===== src/rtl/bcol_pkg.sv =====
package bcol_pkg;

  // Strobes sent from the control half to the datapath half.
  typedef struct packed {
    logic load;   // capture a new start column and mode
    logic step;   // advance to the next beat
  } ctrlStrobeT;

endpackage


===== src/rtl/bcol_datapath.sv =====
module bcol_datapath
  import bcol_pkg::*;
#(
  parameter int COL_W = 9,
  parameter int LEN_W = 3,
  parameter int MAX_FIXED_LOG2 = 3
) (
  input  logic             clk,
  input  logic             rstN,
  input  ctrlStrobeT       ctrl,
  input  logic [COL_W-1:0] startCol,
  input  logic [LEN_W-1:0] lenCode,
  input  logic             interleaveSel,
  output logic [COL_W-1:0] colOut,
  output logic             finalBeat
);

  localparam int FIXED_CODES = MAX_FIXED_LOG2 + 1;
  localparam logic [COL_W-1:0] ALL_ONES = '1;

  logic [COL_W-1:0] baseCol;
  logic [COL_W-1:0] beatIdx;
  logic [COL_W-1:0] lenMask;
  logic             ilReg;
  logic             fullReg;

  logic [COL_W-1:0] nextMask;
  logic             nextFull;
  logic [COL_W-1:0] seqCol;
  logic [COL_W-1:0] ilCol;
  logic [COL_W-1:0] sumCol;

  // Decode the length code into a mask of the wrapping low bits.
  always_comb begin
    nextFull = (int'(lenCode) >= FIXED_CODES);
    nextMask = '0;
    if (nextFull) begin
      nextMask = ALL_ONES;
    end else begin
      for (int i = 0; i < COL_W; i++) begin
        if (i < int'(lenCode)) nextMask[i] = 1'b1;
      end
    end
  end

  always_ff @(posedge clk or negedge rstN) begin
    if (!rstN) begin
      baseCol <= '0;
      beatIdx <= '0;
      lenMask <= '0;
      ilReg   <= 1'b0;
      fullReg <= 1'b0;
    end else if (ctrl.load) begin
      baseCol <= startCol;
      beatIdx <= '0;
      lenMask <= nextMask;
      ilReg   <= interleaveSel & ~nextFull;
      fullReg <= nextFull;
    end else if (ctrl.step) begin
      beatIdx <= beatIdx + COL_W'(1);
    end
  end

  // Column forming: sequential keeps upper bits and wraps low bits,
  // interleaved XORs the beat number into the low bits.
  always_comb begin
    sumCol = baseCol + beatIdx;
    seqCol = (baseCol & ~lenMask) | (sumCol & lenMask);
    ilCol  = baseCol ^ (beatIdx & lenMask);
    colOut = ilReg ? ilCol : seqCol;
  end

  assign finalBeat = ~fullReg & (beatIdx == lenMask);

  // a load presents the captured start column on the next cycle
  assert_load_col_R2: assert property (@(posedge clk) disable iff (!rstN)
    ctrl.load |=> colOut == $past(startCol));

  // each step moves the beat counter forward by exactly one
  assert_step_count_R4: assert property (@(posedge clk) disable iff (!rstN)
    (ctrl.step && !ctrl.load) |=> beatIdx == $past(beatIdx) + COL_W'(1));

  // full page wraps from the top column to column zero
  assert_page_wrap_R6: assert property (@(posedge clk) disable iff (!rstN)
    (fullReg && ctrl.step && !ctrl.load && colOut == ALL_ONES) |=> colOut == '0);

  // a fixed burst never steps beyond its final beat
  assert_no_overrun_R7: assert property (@(posedge clk) disable iff (!rstN)
    (finalBeat && !ctrl.load) |-> !ctrl.step);

endmodule


===== src/rtl/bcol_control.sv =====
module bcol_control
  import bcol_pkg::*;
(
  input  logic       clk,
  input  logic       rstN,
  input  logic       startPulse,
  input  logic       stopReq,
  input  logic       finalBeat,
  output ctrlStrobeT ctrl,
  output logic       active
);

  always_ff @(posedge clk or negedge rstN) begin
    if (!rstN) begin
      active <= 1'b0;
    end else if (startPulse) begin
      active <= 1'b1;
    end else if (stopReq) begin
      active <= 1'b0;
    end else if (active && finalBeat) begin
      active <= 1'b0;
    end
  end

  always_comb begin
    ctrl.load = startPulse;
    ctrl.step = active & ~startPulse & ~stopReq & ~finalBeat;
  end

  // a start strobe always yields a live beat next cycle
  assert_start_live_R9: assert property (@(posedge clk) disable iff (!rstN)
    startPulse |=> active);

  // a stop without start silences the output next cycle
  assert_stop_quiet_R8: assert property (@(posedge clk) disable iff (!rstN)
    (stopReq && !startPulse) |=> !active);

  // the final fixed beat is followed by idle unless restarted
  assert_end_idle_R10: assert property (@(posedge clk) disable iff (!rstN)
    (active && finalBeat && !startPulse) |=> !active);

  // idle stays idle without a start
  assert_idle_hold_R8: assert property (@(posedge clk) disable iff (!rstN)
    (!active && !startPulse) |=> !active);

endmodule


===== src/rtl/burst_col_gen.sv =====
module burst_col_gen
  import bcol_pkg::*;
#(
  parameter int COL_W = 9,
  parameter int LEN_W = 3,
  parameter int MAX_FIXED_LOG2 = 3
) (
  input  logic             clk,
  input  logic             rstN,
  input  logic             startPulse,
  input  logic [COL_W-1:0] startCol,
  input  logic [LEN_W-1:0] lenCode,
  input  logic             interleaveSel,
  input  logic             stopReq,
  output logic [COL_W-1:0] colOut,
  output logic             colValid,
  output logic             lastBeat
);

  ctrlStrobeT ctrl;
  logic       finalBeat;
  logic       active;

  bcol_control u_ctrl (
    .clk       (clk),
    .rstN      (rstN),
    .startPulse(startPulse),
    .stopReq   (stopReq),
    .finalBeat (finalBeat),
    .ctrl      (ctrl),
    .active    (active)
  );

  bcol_datapath #(
    .COL_W         (COL_W),
    .LEN_W         (LEN_W),
    .MAX_FIXED_LOG2(MAX_FIXED_LOG2)
  ) u_dp (
    .clk          (clk),
    .rstN         (rstN),
    .ctrl         (ctrl),
    .startCol     (startCol),
    .lenCode      (lenCode),
    .interleaveSel(interleaveSel),
    .colOut       (colOut),
    .finalBeat    (finalBeat)
  );

  assign colValid = active;
  assign lastBeat = active & finalBeat;

  // outputs are quiet in reset
  always_comb begin
    if (!rstN) begin
      assert_reset_quiet_R1: assert (!colValid && !lastBeat);
    end
  end

endmodule


===== config.mk =====
export PLATFORM = sky130hd
export DESIGN_NAME = burst_col_gen
export DESIGN_NICKNAME = d
export VERILOG_FILES = /design/src/rtl/bcol_pkg.sv /design/src/rtl/bcol_datapath.sv /design/src/rtl/bcol_control.sv /design/src/rtl/burst_col_gen.sv
export SDC_FILE = /design/constraint.sdc
export NUM_CORES = 1
export LEC_CHECK = 0
export BUFFER_PORTS_ARGS = -buffer_cell sky130_fd_sc_hd__clkbuf_2
export CAP_MARGIN = 15
export CORE_MARGIN = 4
export CORE_UTILIZATION = 28
export DETAILED_ROUTE_END_ITERATION = 6
export SYNTH_ARGS = -nofsm -noshare
export SYNTH_HDL_FRONTEND = slang
export SYNTH_SLANG_ARGS = --single-unit

===== constraint.sdc =====
create_clock -name clk -period 5.6 [get_ports clk]
set_input_delay 0.56 -clock clk [delete_from_list [all_inputs] [get_ports clk]]
set_output_delay 0.56 -clock clk [all_outputs]
set_load 0.02 [all_outputs]

Yosys cells after proc, flatten, opt, wreduce, memory -nomap -nowiden
Index checks and enable logic that the tools add are counted.
{"block": "totals", "regBits": 30, "input_bits": 17, "out_inout_bits": 11, "elab_cells": 52}
{"block": "classes", "n_addsub": 2, "n_lt_le_gt_ge": 8, "n_eq_ne": 1, "muxes": 15, "bitwise": 17, "n_reduce_logical": 3}
{"cell": "$and A9 B9 Y9", "count": 3}
{"cell": "$mux W9", "count": 3}
{"cell": "$mux W1", "count": 10}
{"cell": "$add A9 B1 Y9 const B", "count": 1}
{"cell": "$add A9 B9 Y9", "count": 1}
{"cell": "$eq A9 B9 Y1", "count": 1}
{"cell": "$lt A3 B3 Y1 const A", "count": 3}
{"cell": "$not A9 Y9", "count": 1}
{"cell": "$or A9 B9 Y9", "count": 1}
{"cell": "$xor A9 B9 Y9", "count": 1}
{"cell": "$mux W7", "count": 1}
{"cell": "$and A1 B1 Y1", "count": 6}
{"cell": "$lt A1 B3 Y1 const A", "count": 2}
{"cell": "$lt A2 B3 Y1 const A", "count": 2}
{"cell": "$not A1 Y1", "count": 5}
{"cell": "$ge A3 B3 Y1 const B", "count": 1}
{"cell": "$reduce_bool A3 Y1", "count": 1}
{"cell": "$mux W2", "count": 1}
{"cell": "$reduce_bool A2 Y1", "count": 1}
{"cell": "$logic_and A1 B1 Y1", "count": 1}

Logic depth before layout (Yosys ltp)
{"block": "logic_depth", "ltp_word": 6, "mapped_depth": 9, "depth_no_buf": 9}

Hierarchy
From an unflattened synthesis, not the netlist that was laid out.
{"block": "hier_totals", "cells_unflattened": 187, "area_unflattened_um2": 1786.7}
{"module": "bcol_datapath", "n_inst": 1, "cells_each": 181, "area_per_inst_um2": 1721.7, "seq_area_each_um2": 650.6}
{"module": "bcol_control", "n_inst": 1, "cells_each": 5, "area_per_inst_um2": 58.8, "seq_area_each_um2": 25.0}
{"module": "burst_col_gen", "n_inst": 1, "cells_each": 1, "area_per_inst_um2": 6.3, "seq_area_each_um2": 0.0}

Worst setup path after synthesis
OpenSTA, ideal clock, no wires.
{"block": "synth_path", "path_type": "register -> output", "from": "register u_dp.beatIdx[0]", "to": "output colOut[8]", "t_arrival_ns": 2.148, "slack_ns": 2.892, "stages_incl_launch_ff": 10, "path_buffers": 0, "cell_sequence": "dfrtp_1 ha_1 inv_1 fa_1 nand2b_1 a21oi_1 a221oi_1 xor2_1 o21ai_1 xor2_1"}
{"block": "synth_via", "elab_chain_len": 4}
{"element": "start: declaration", "line": "bcol_datapath.sv:22", "rtl": "logic [COL_W-1:0] beatIdx;"}
{"element": "start signal: assignment", "line": "bcol_datapath.sv:60", "rtl": "beatIdx <= beatIdx + COL_W'(1);"}
{"element": "$add A9 B9 Y9", "line": "bcol_datapath.sv:67", "rtl": "sumCol = baseCol + beatIdx;"}
{"element": "$and A9 B9 Y9", "line": "bcol_datapath.sv:68", "rtl": "seqCol = (baseCol & ~lenMask) | (sumCol & lenMask);"}
{"element": "$or A9 B9 Y9", "line": "bcol_datapath.sv:68"}
{"element": "$mux W9", "line": "bcol_datapath.sv:70", "rtl": "colOut = ilReg ? ilCol : seqCol;"}
{"element": "end: declaration", "line": "burst_col_gen.sv:15", "rtl": "output logic [COL_W-1:0] colOut,"}
No other way between the ends.

Worst setup path in the final report
{"block": "layout_path", "from": "register u_dp.beatIdx[0]", "to": "output colOut[6]"}
The elaborated chain is that of the path after synthesis.

==> results_dict.tcl <==
set metrics [dict create \
    synthMuxAreaShare_pct 7.810 \
    period_share_pct 58.53 \
    h-tree-depth 1 \
    hpwl_mm 3.035 \
    syn_inst 187 \
    clk_latency_ns 0.27 \
    power_frac_clock_pct 25.7 \
    grt.busiest_layer "met2" \
    ctsHoldBuffers 0 \
    synth_top_family_by_area "simple AND/OR/NAND/NOR gates" \
    clock-sinks 27 \
    dr.pass1.iters 4 \
    syn_avg_cell_area_sq_um 9.595 \
    drive_above_1_share_pct 19.25 \
    syn_nets 223 \
    switching_share_pct 31.46 \
    syn_to_final_growth_pct 13.81 \
    cts_root_buf "clkbuf_8" \
    num_antenna_cells 0 \
    nets 250 \
    synth_adder_area_share_pct 13.67 \
    die_h_microns 88.05 \
    synth_area_sq_um 1794 \
    io_pins 28 \
    yosysWarnings 0 \
    ir_drop_mv 0.09290 \
    synth_edf_count 0 \
    synth_compound_area_share_pct 12.06 \
    tns_ns 0 \
    clk_pin_slew_ns 0.10 \
    p_comb_share_pct 23.6 \
    cap_viol_max_count 0 \
    slew_headroom_pct 49.74 \
    cts_resized 0 \
    ys_seq_area_share_pct 37.66 \
    gp_congestion 0.7945 \
    use_met1_pct 14.48 \
    overflow 0 \
    worst_pin_slew_ns 0.7470 \
    arrival_ns 2.72 \
    grt_pass1_wl_mm 6.851 \
    grt_use_met3_pct 2.540 \
    netSwitchingPower_w 0.0001383 \
    power_frac_seq_pct 50.8 \
    synth-xor-area-share_pct 9.763 \
    synth_simple_gate_area_share_pct 15.48 \
    most-common-layout-cells "clkbuf_2 (27), dfrtp_1 (27), nor2_1 (23), ha_1 (18)" \
    fill_cells 630 \
    clock_skew_ns 0.006527 \
    rows 28 \
    die_w_microns 88.05 \
    fmax_mhz 305.1 \
    antenna_found_initial 0 \
    grt_pass1_vias 1396 \
    end_kind "primary output" \
    intPower_w 0.0003014 \
    p_per_area_nw_per_um2 215.3 \
    min_period_ns 3.278 \
    status "finished clean" \
    cts_tree "yes" \
    core-area_sq_um 6061 \
    min_path_type "in2async" \
    critPathLaunchType "register" \
    p_total_w 0.0004397 \
    async_flop_share_pct 100.0 \
    antenna_left 0 \
    numPortBuffers 27 \
    initial_core_util_pct 29.60 \
    setup_viol 0 \
    p_leak_nw 0.9934 \
    synthFlopType "dfrtp_1" \
    vias 1385 \
    drt_iter0_drc 62 \
    drc_errors 0 \
    die_area_sq_um 7753 \
    synth_cell_types 34 \
    slew_viol_final 0 \
    crit_required_ns 5.04 \
    grt_max_degree 35 \
    vias_per_cell 4.809 \
    critPathKind "reg2out" \
    clockBufferDepth 2 \
    grt_use_total_pct 11.33 \
    routed_wl_mm 3.894 \
    ys_ff_latch 27 \
    cts_made_buffers 3 \
    wire_per_inst_microns 13.52 \
    hold_viol_final 0 \
    use_met2_pct 19.59 \
    grt_setup_unrepaired "false" \
    critPathMaxFanout 5 \
    cts_setup_buffers 0 \
]
==> logic make-up (layout without fill, tap and decap cells) <==
group                      after synthesis  count (layout)
buffers and inverters                   15              41
xor gates and xnor gates                20              20
and+or+nand+nor                         58              58
muxes                                   13              13
adders and majority gates               19              19
DFF                                     27              27
AOI/OAI and AO/OA                       35              35
==> Yosys cell counts (2+ instances only) <==
cell	number	area share, %
xor2_1	14	6.8
and3_1	3	1.0
nor4_1	2	0.70
nand3_1	5	1.4
dfrtp_1	27	38
mux2_2	8	5.0
mux2i_1	5	2.8
o21bai_1	3	1.3
o21ai_0	10	2.8
a21o_1	3	1.3
nor2_1	23	4.8
clkbuf_1	4	0.84
ha_1	18	13
or3_1	2	0.70
nand4_1	3	1.0
inv_1	10	2.1
nand2_1	12	2.5
xnor2_1	6	2.9
a21oi_1	14	3.9
==> metal layers <==
layer	share of wire, %	routed length (microns)
met1	45	1746
met2	50	1955
met3	4.3	168
met4	0.62	24
met5	0	0
==> power by group through the flow <==
stage / Combinational [W] / Clock (W) / Sequential, W
finish: 0.000104 / 0.000113 / 0.000223
detailed placement: 0.000106 / 0 / 0.000227
floorplan: 0.0000724 / 0 / 0.000223
global route: 0.000117 / 0.000127 / 0.000225
CTS: 0.000106 / 0.000118 / 0.000223
global placement: 0.000104 / 0 / 0.000227
==> worst paths after layout <==
kind                       slack [ns]         endpoint  depth (start not counted)       startpoint
max                              2.32        colOut[6]                         10  u_dp.beatIdx[0]
min                              0.31  u_dp.lenMask[6]                          1             rstN
max reg2reg                      3.09  u_dp.beatIdx[7]                          7  u_dp.lenMask[7]
min reg2reg                      0.54  u_dp.baseCol[8]                          1  u_dp.baseCol[8]
max in group asynchronous        4.83  u_dp.beatIdx[3]                          1             rstN
min in group clk                 0.50  u_dp.baseCol[1]                          3      startCol[1]
==> flip-flops by register name (all words and copies together) (netlist names) <==
| signal | cells |
|---|---|
| u_dp.baseCol | 9 |
| u_dp.beatIdx | 9 |
| u_dp.lenMask | 7 |
| u_ctrl.active | 1 |
| u_dp.ilReg | 1 |
==> per-stage QoR <==
| step | instances | setup WS [ns] | hold slack (ns) | utilization [%] | instance area [sq um] |
|---|---|---|---|---|---|
| finish | 288 | 2.322 | 0.3115 | 33.69 | 2042 |
| global route | 288 | 2.057 | 0.3855 | 33.69 | 2042 |
| CTS | 288 | 2.290 | 0.3454 | 33.69 | 2042 |
| detailed placement | 284 | 2.615 | 0.5245 | 32.95 | 1997 |
| global placement | 284 | 2.672 | 0.5186 | 32.95 | 1997 |
| floorplan | 187 | 2.892 | 0.2644 | - | 1794 |
==> layout make-up <==
type | count | area [sq um] | share of cell area (%)
clock buffer | 4 | 45.04 | 2.206
inverter | 10 | 37.54 | 1.838
multi-input combinational | 145 | 1055 | 51.65
sequential | 27 | 675.6 | 33.09
tap | 75 | 93.84 | 4.596
timing repair buffer | 27 | 135.1 | 6.618
==> critical path, stage by stage, from the launching register on <==
cell	delay (ns)
dfrtp_1	0.44
ha_1	0.21
inv_1	0.06
fa_1	0.39
nand2b_1	0.16
a21oi_1	0.29
a21o_1	0.17
a21oi_1	0.07
or4_1	0.40
nand3_1	0.09
clkbuf_2	0.17
Note: power is estimated with default switching activity, not from simulation.
